### src/rtl/hpt_pkg.sv
package hpt_pkg;
   typedef enum logic [1:0] {
      ACC_READ  = 2'd0,
      ACC_WRITE = 2'd1,
      ACC_FETCH = 2'd2,
      ACC_PROBE = 2'd3
   } acc_e;

   typedef enum logic [1:0] {
      ST_OK    = 2'd0,
      ST_FAULT = 2'd1,
      ST_DSEG  = 2'd2
   } stat_e;

   typedef enum logic [2:0] {
      W_IDLE, W_RQ0, W_WT0, W_RQ1, W_WT1, W_WB, W_FIN
   } wstate_e;
endpackage

### src/rtl/hpt_hash.sv
module hpt_hash #(
   parameter int AW     = 32,
   parameter int VSID_W = 24,
   parameter int PIDX_W = 16,
   parameter int API_W  = 6,
   parameter int HASH_W = 19,
   parameter int ORG_W  = 16,
   parameter int MASK_W = 9,
   parameter int IDX_W  = 3,
   parameter int ENT_SH = 3
) (
   input  logic [VSID_W-1:0] vsid,
   input  logic [PIDX_W-1:0] pidx,
   input  logic              sec,
   input  logic [ORG_W-1:0]  org,
   input  logic [MASK_W-1:0] mask,
   input  logic [IDX_W-1:0]  idx,
   output logic [AW-1:0]     ent_addr,
   output logic [AW-1:0]     cmp_word
);
   localparam int FIX_W  = HASH_W - MASK_W;
   localparam int GRP_SH = IDX_W + ENT_SH;
   localparam int ORG_SH = AW - ORG_W;

   if (HASH_W > VSID_W) begin : g_bad_hash
      $error("hash wider than segment identifier");
   end
   if (PIDX_W > HASH_W) begin : g_bad_pidx
      $error("page index wider than hash");
   end
   if (2 + VSID_W + API_W != AW) begin : g_bad_cmp
      $error("compare word does not fill the data width");
   end
   if (GRP_SH + HASH_W > AW) begin : g_bad_grp
      $error("group offset exceeds address width");
   end

   logic [HASH_W-1:0] h_pri;
   logic [HASH_W-1:0] h_sel;
   logic [HASH_W-1:0] h_msk;

   // low hash bits always take part, upper bits follow the size mask
   for (genvar b = 0; b < HASH_W; b++) begin : g_msk
      if (b < FIX_W) begin : g_fix
         assign h_msk[b] = 1'b1;
      end else begin : g_var
         assign h_msk[b] = mask[b-FIX_W];
      end
   end

   assign h_pri    = vsid[HASH_W-1:0] ^ HASH_W'(pidx);
   assign h_sel    = sec ? ~h_pri : h_pri;
   assign ent_addr = (AW'(h_sel & h_msk) << GRP_SH)
                   | (AW'(org) << ORG_SH)
                   | (AW'(idx) << ENT_SH);
   assign cmp_word = {1'b1, vsid, sec, pidx[PIDX_W-1 -: API_W]};
endmodule

### src/rtl/hpt_rc_update.sv
module hpt_rc_update
   import hpt_pkg::*;
#(
   parameter int AW    = 32,
   parameter int R_BIT = 8,
   parameter int C_BIT = 7
) (
   input  logic [AW-1:0] w_in,
   input  acc_e          acc,
   output logic [AW-1:0] w_out,
   output logic          wb_en
);
   if (R_BIT >= AW || C_BIT >= AW || R_BIT == C_BIT) begin : g_bad_bits
      $error("referenced/changed bit positions invalid");
   end

   logic [AW-1:0] set_r;
   logic [AW-1:0] set_c;

   assign set_r = AW'(1) << R_BIT;
   assign set_c = (acc == ACC_WRITE) ? (AW'(1) << C_BIT) : '0;
   assign w_out = w_in | set_r | set_c;
   assign wb_en = (acc != ACC_PROBE);
endmodule

### src/rtl/hpt_walker.sv
module hpt_walker
   import hpt_pkg::*;
#(
   parameter int AW          = 32,
   parameter int VSID_W      = 24,
   parameter int PIDX_W      = 16,
   parameter int API_W       = 6,
   parameter int HASH_W      = 19,
   parameter int ORG_W       = 16,
   parameter int MASK_W      = 9,
   parameter int GRP_ENTRIES = 8,
   parameter int ENT_BYTES   = 8,
   parameter int PAGE_SH     = 12,
   parameter int R_BIT       = 8,
   parameter int C_BIT       = 7
) (
   input  logic              clk,
   input  logic              rst_n,
   input  logic              start,
   input  logic [1:0]        acc,
   input  logic [AW-1:0]     ea,
   input  logic [VSID_W-1:0] seg_vsid,
   input  logic              seg_t,
   input  logic              seg_n,
   input  logic [ORG_W-1:0]  tbl_org,
   input  logic [MASK_W-1:0] tbl_mask,
   input  logic              upd_c_hit,
   output logic              busy,
   output logic              done,
   output logic [1:0]        status,
   output logic [AW-1:0]     pa,
   output logic              mem_req,
   output logic              mem_we,
   output logic [AW-1:0]     mem_addr,
   output logic [AW-1:0]     mem_wdata,
   input  logic              mem_rvalid,
   input  logic [AW-1:0]     mem_rdata,
   output logic              refill,
   output logic [AW-1:0]     refill_word
);
   localparam int IDX_W  = $clog2(GRP_ENTRIES);
   localparam int ENT_SH = $clog2(ENT_BYTES);
   localparam int W1_OFS = ENT_BYTES / 2;
   localparam logic [IDX_W-1:0] IDX_LAST = IDX_W'(GRP_ENTRIES - 1);

   if ((1 << IDX_W) != GRP_ENTRIES || (1 << ENT_SH) != ENT_BYTES) begin : g_bad_pow2
      $error("group size and entry size must be powers of two");
   end
   if (PAGE_SH + PIDX_W > AW) begin : g_bad_page
      $error("page index does not fit the address");
   end

   wstate_e             state;
   acc_e                acc_q;
   logic [PIDX_W-1:0]   pidx_q;
   logic [PAGE_SH-1:0]  ofs_q;
   logic [VSID_W-1:0]   vsid_q;
   logic [ORG_W-1:0]    org_q;
   logic [MASK_W-1:0]   mask_q;
   logic                updc_q;
   logic                sec_q;
   logic [IDX_W-1:0]    idx_q;
   logic [AW-1:0]       word1_q;
   stat_e               stat_q;
   logic [AW-1:0]       pa_q;

   logic [AW-1:0]       ent_addr;
   logic [AW-1:0]       cmp_word;
   logic [AW-1:0]       w1_upd;
   logic                wb_en;

   hpt_hash #(
      .AW(AW), .VSID_W(VSID_W), .PIDX_W(PIDX_W), .API_W(API_W),
      .HASH_W(HASH_W), .ORG_W(ORG_W), .MASK_W(MASK_W),
      .IDX_W(IDX_W), .ENT_SH(ENT_SH)
   ) u_hash (
      .vsid(vsid_q), .pidx(pidx_q), .sec(sec_q), .org(org_q),
      .mask(mask_q), .idx(idx_q), .ent_addr(ent_addr), .cmp_word(cmp_word)
   );

   hpt_rc_update #(.AW(AW), .R_BIT(R_BIT), .C_BIT(C_BIT)) u_rc (
      .w_in(mem_rdata), .acc(acc_q), .w_out(w1_upd), .wb_en(wb_en)
   );

   always_ff @(posedge clk or negedge rst_n) begin
      if (!rst_n) begin
         state   <= W_IDLE;
         acc_q   <= ACC_READ;
         pidx_q  <= '0;
         ofs_q   <= '0;
         vsid_q  <= '0;
         org_q   <= '0;
         mask_q  <= '0;
         updc_q  <= 1'b0;
         sec_q   <= 1'b0;
         idx_q   <= '0;
         word1_q <= '0;
         stat_q  <= ST_OK;
         pa_q    <= '0;
      end else begin
         case (state)
            W_IDLE: if (start) begin
               acc_q   <= acc_e'(acc);
               pidx_q  <= ea[PAGE_SH +: PIDX_W];
               ofs_q   <= ea[PAGE_SH-1:0];
               vsid_q  <= seg_vsid;
               org_q   <= tbl_org;
               mask_q  <= tbl_mask;
               updc_q  <= upd_c_hit;
               sec_q   <= 1'b0;
               idx_q   <= '0;
               word1_q <= '0;
               pa_q    <= '0;
               if (seg_t) begin
                  stat_q <= ST_DSEG;
                  state  <= W_FIN;
               end else if (acc_e'(acc) == ACC_FETCH && seg_n) begin
                  stat_q <= ST_FAULT;
                  state  <= W_FIN;
               end else begin
                  stat_q <= ST_FAULT;
                  state  <= W_RQ0;
               end
            end
            W_RQ0: state <= W_WT0;
            W_WT0: if (mem_rvalid) begin
               if (mem_rdata == cmp_word) begin
                  state <= W_RQ1;
               end else if (idx_q == IDX_LAST) begin
                  idx_q <= '0;
                  if (!sec_q) begin
                     sec_q <= 1'b1;
                     state <= W_RQ0;
                  end else begin
                     stat_q <= ST_FAULT;
                     state  <= W_FIN;
                  end
               end else begin
                  idx_q <= idx_q + 1'b1;
                  state <= W_RQ0;
               end
            end
            W_RQ1: state <= W_WT1;
            W_WT1: if (mem_rvalid) begin
               word1_q <= w1_upd;
               pa_q    <= {mem_rdata[AW-1:PAGE_SH], ofs_q};
               stat_q  <= ST_OK;
               state   <= wb_en ? W_WB : W_FIN;
            end
            W_WB:    state <= W_FIN;
            W_FIN:   state <= W_IDLE;
            default: state <= W_IDLE;
         endcase
      end
   end

   assign busy        = (state != W_IDLE);
   assign done        = (state == W_FIN);
   assign status      = stat_q;
   assign pa          = pa_q;
   assign mem_req     = (state == W_RQ0) || (state == W_RQ1) || (state == W_WB);
   assign mem_we      = (state == W_WB);
   assign mem_addr    = (state == W_RQ0) ? ent_addr : (ent_addr | AW'(W1_OFS));
   assign mem_wdata   = word1_q;
   assign refill      = (state == W_FIN) && (stat_q == ST_OK) && !updc_q;
   assign refill_word = word1_q;

   AST_DSEG_NOWALK: assert property (@(posedge clk) disable iff (!rst_n)
      (state == W_IDLE && start && seg_t) |=> (done && status == ST_DSEG));
   AST_NX_FAULT: assert property (@(posedge clk) disable iff (!rst_n)
      (state == W_IDLE && start && !seg_t && seg_n && acc == ACC_FETCH)
      |=> (done && status == ST_FAULT));
   AST_PROBE_NO_WB: assert property (@(posedge clk) disable iff (!rst_n)
      (mem_req && mem_we) |-> (acc_q != ACC_PROBE));
   AST_WB_REF_SET: assert property (@(posedge clk) disable iff (!rst_n)
      (mem_req && mem_we) |-> mem_wdata[R_BIT]);
   AST_DONE_PULSE: assert property (@(posedge clk) disable iff (!rst_n)
      done |=> !done);
   AST_REQ_IN_WALK: assert property (@(posedge clk) disable iff (!rst_n)
      mem_req |-> busy);
   AST_WAIT_HOLD: assert property (@(posedge clk) disable iff (!rst_n)
      (state == W_WT0 && !mem_rvalid) |=> (state == W_WT0 && !mem_req));
   AST_REFILL_HIT: assert property (@(posedge clk) disable iff (!rst_n)
      refill |-> (done && status == ST_OK && refill_word[R_BIT]));
endmodule

### config.mk
export PLATFORM = sky130hd
export DESIGN_NAME = hpt_walker
export DESIGN_NICKNAME = d
export VERILOG_FILES = /design/src/rtl/hpt_pkg.sv /design/src/rtl/hpt_hash.sv /design/src/rtl/hpt_rc_update.sv /design/src/rtl/hpt_walker.sv
export SDC_FILE = /design/constraint.sdc
export NUM_CORES = 1
export LEC_CHECK = 0
export ABC_AREA = 1
export CAP_MARGIN = 40
export CORE_ASPECT_RATIO = 0.7
export CORE_MARGIN = 2
export CORE_UTILIZATION = 45
export CTS_BUF_LIST = sky130_fd_sc_hd__clkbuf_2
export DETAILED_ROUTE_END_ITERATION = 8
export PLACE_DENSITY_LB_ADDON = 0.12
export SYNTH_ARGS = -nofsm -noshare
export SYNTH_HDL_FRONTEND = slang
export SYNTH_HIERARCHICAL = 1
export SYNTH_SLANG_ARGS = --single-unit
### constraint.sdc
create_clock -name clk -period 2.68 [get_ports clk]
set_clock_uncertainty 0.1 [all_clocks]
set_input_delay 0.536 -clock clk [delete_from_list [all_inputs] [get_ports clk]]
set_output_delay 0.536 -clock clk [all_outputs]
set_load 0.02 [all_outputs]
==> metrics.txt <==
Max VDD drop 563 uV; flops & latches, synth 153; initial antenna violation count 0; Final period util 0.967; Area Overhead vs Synth 27.8%; RSZ-0062 raised after global routing yes; slowest stage delay, CP 0.52 ns; Vias/cell 4.59; Routed WL 20500 microns; CTS tree built; leak pwr 4.91 nW; Avg Synthesized Cell Area 8.07 sq um; area of placed instances 0.0101 sq mm; crit path max fanout 6; worst reg2reg path endpoint org_q[8]; Clock Sinks 153; max-slew violation count 0; CP Data Required Time 2.04 ns; Worst setup SP type register; max_slew headroom 0.449; Comb pwr share 0.559; Post-DRT Antenna Nets 0; hold endpoint ofs_q[1]; Hold Startpoint ea[1]; # IOs 257; drc violations 0; num rows 40; post-route setup TNS 0 ns; clock root buffer clkbuf_2; overall routing resource usage 0.220; sw frac 0.463; Worst EP arrival 1.96 ns; Die W 164 microns; Final Hold Fails 0; Placer Congestion 0.816; reg-to-reg startpoint state[0]; Final Util 0.595; Pre-antenna DRT Iters 5; vias in the first global route 5815; net switching power 5.98 mW; crit path cell chain clkinv_2 > nand2_1 > nand2_1 > nand2_1 > nand3_1 > nand2_1 > buf_4; largest net degree at the start of global routing 81; Synth Flop Type dfrtp_1; Slowest-stage cell, CP dfrtp_2; H-tree levels 4; DP HPWL 14900 microns; Worst-path clk slew 0.24 ns; critical path capture point type output pin; Final min period 2.59 ns; Pwr Density 1250 mW/mm^2; yosys warns 6; number of enable flip-flop cells after synthesis 0; share of power burned in registers 0.335; grt ovf 0; Netlist cell types 32; clock power share 0.106; worst skew pair latency 0.72 ns; core area 0.0174 sq mm; Via Count 6397; Max Fclk 386 MHz; total CTS buffers 17; Starting Density 0.466; worst min-delay path class input port to register; Final Instance Area 0.0103 sq mm; CP delay by family, top flip-flops; status finished clean; Mapped Cells 1002; Final nets 1275; buffers added on ports 250; DRT iter0 DRCs 511; worst hold path depth 3; Buf/Inv on CP 2; Worst Tran Pin Value 0.826 ns; die area 0.0191 sq mm; Tot Pwr 12.9 mW; crit path kind register to output pin; worst reg-to-reg setup slack 0.54 ns; CTS Buffer Depth 2; ant diodes 0; FF-to-FF path depth 7; Seq/Total Area, Yosys 0.473; Die Ht 116 microns; internal power 6.94 mW; max capacitance violation total 0; first-pass GRT wire length 31800 microns; WL/cell 14.7 microns; ys async rst share 1.00; Synth Cell Area 0.00809 sq mm; crit-path most repeated cell nand2_1; setup violators final 0; share of cells above drive strength 1 0.106
[final cells by class]
class | instances | area (sq um)
repair inverters | 1 | 5.00
flip-flops and latches | 153 | 3830
clock inverters | 15 | 168
multi-input cells | 590 | 2860
repair buffers | 275 | 2670
well taps | 231 | 289
inverters | 113 | 429
fillers | 1619 | 7030
clock buffers | 17 | 85.1
[Yosys cell counts (10+ instances only)]
cell     count  area [sq um]
buf_2       17          85.1
xnor2_1     36           315
o21ai_1     34           170
nor2_1      23          86.3
nand2_1    341          1280
xor2_1      10          87.6
o21ai_2     10          87.6
buf_4      115           863
nand3_1     71           355
o21ai_0     25           125
dfrtp_1    153          3830
inv_1      107           402
nand3_2     10           100
[registers in the layout, indices dropped and copies added (netlist names)]
| name | cells |
|---|---|
| mask_q | 9 |
| pidx_q | 16 |
| updc_q | 1 |
| ofs_q | 12 |
| idx_q | 3 |
| mem_wdata | 32 |
| status | 2 |
| sec_q | 1 |
| org_q | 16 |
| acc_q | 2 |
| vsid_q | 24 |
| pa | 32 |
| state | 3 |
[worst register-to-register path: cells and delay by family, from the launching register on]
kind          cells  cell delay (ns)
buf+inv           2             0.80
simple gates      5             0.71
flops             1             0.49
[timing repair]
| action | 4_1_cts | 5_1_grt |
|---|---|---|
| cloned | 0 | 1 |
| hold endpoints to repair | 57 | 0 |
| endpoints found under the setup margin | 25 | 20 |
| pin swaps | 0 | 1 |
| buffers inserted | 2 | 3 |
| resized for setup | 64 | 48 |
| hold buffers | 1 | 0 |
[logic make-up after synthesis]
logic type | after synthesis | share of synthesized area
AND/OR/NAND/NOR | 456 | 0.234
buffers and inverters | 261 | 0.181
flip-flops | 153 | 0.473
AO/OA/AOI/OAI | 81 | 0.0577
XOR/XNOR | 46 | 0.0498
other | 3 | 0.00139
adder cells (fa/ha/maj) | 2 | 0.00309
[worst max path at each step]
stage,start,end,cells after the start
floorplan,state[0],refill,3
global placement,mem_rdata[18],idx_q[1],10
detailed placement,mem_rdata[18],idx_q[2],10
CTS,sec_q,mem_addr[11],4
global route,sec_q,mem_addr[18],7
finish,sec_q,mem_addr[21],7
[power by group through the flow]
stage          logic, mW  registers, mW  clock network (mW)
4_1_cts             7.27           4.31                1.42
6_report            7.23           4.33                1.37
3_3_place_gp        7.34           4.33                   0
5_1_grt             7.91           4.48                1.54
2_1_floorplan       4.51           4.71                   0
3_5_place_dp        7.42           4.36                   0
[through the flow]
stage / worst slack [ns] / instances / hold WS [ns]
final: 0.0878 / 1395 / 0.210
after global routing: -0.0689 / 1395 / 0.0887
after CTS: -0.00299 / 1391 / 0.124
after detailed placement: 0.118 / 1356 / 0.358
after global placement: 0.138 / 1356 / 0.353
after floorplan: 0.311 / 1004 / 0.140
[routing by layer]
layer	vias up	wire, microns	global-route usage	share of wire
met1	2915	10200	0.331	0.50
met2	208	8670	0.316	0.42
met4	0	192	0.0444	0.0094
met5	-	0	0	0
met3	11	1420	0.0614	0.069
li1	3263	-	-	-
[cell usage in the layout, fill, tap and decap left out, types with 2 or more instances in the layout]
master,instances
nor2_4,2
clkbuf_2,23
clkinvlp_4,2
clkinv_4,4
a21oi_1,3
nand2_2,7
bufinv_16,2
buf_4,21
nand2_1,335
nor2_2,2
nand3_1,69
xnor2_1,36
inv_1,107
ha_1,2
dlygate4sd2_1,3
clkdlybuf4s50_1,224
o21ai_2,9
a21o_1,3
o21ai_1,34
buf_2,10
conb_1,5
inv_6,4
nor2_1,23
xor2_1,10
nor3_1,2
inv_2,5
clkinv_2,2
inv_8,2
buf_12,5
dfrtp_2,4
o21ai_0,25
dfrtp_1,149
buf_6,4
o21a_1,3
nand3_2,12
No activity file was read; power rests on OpenSTA's default activity.
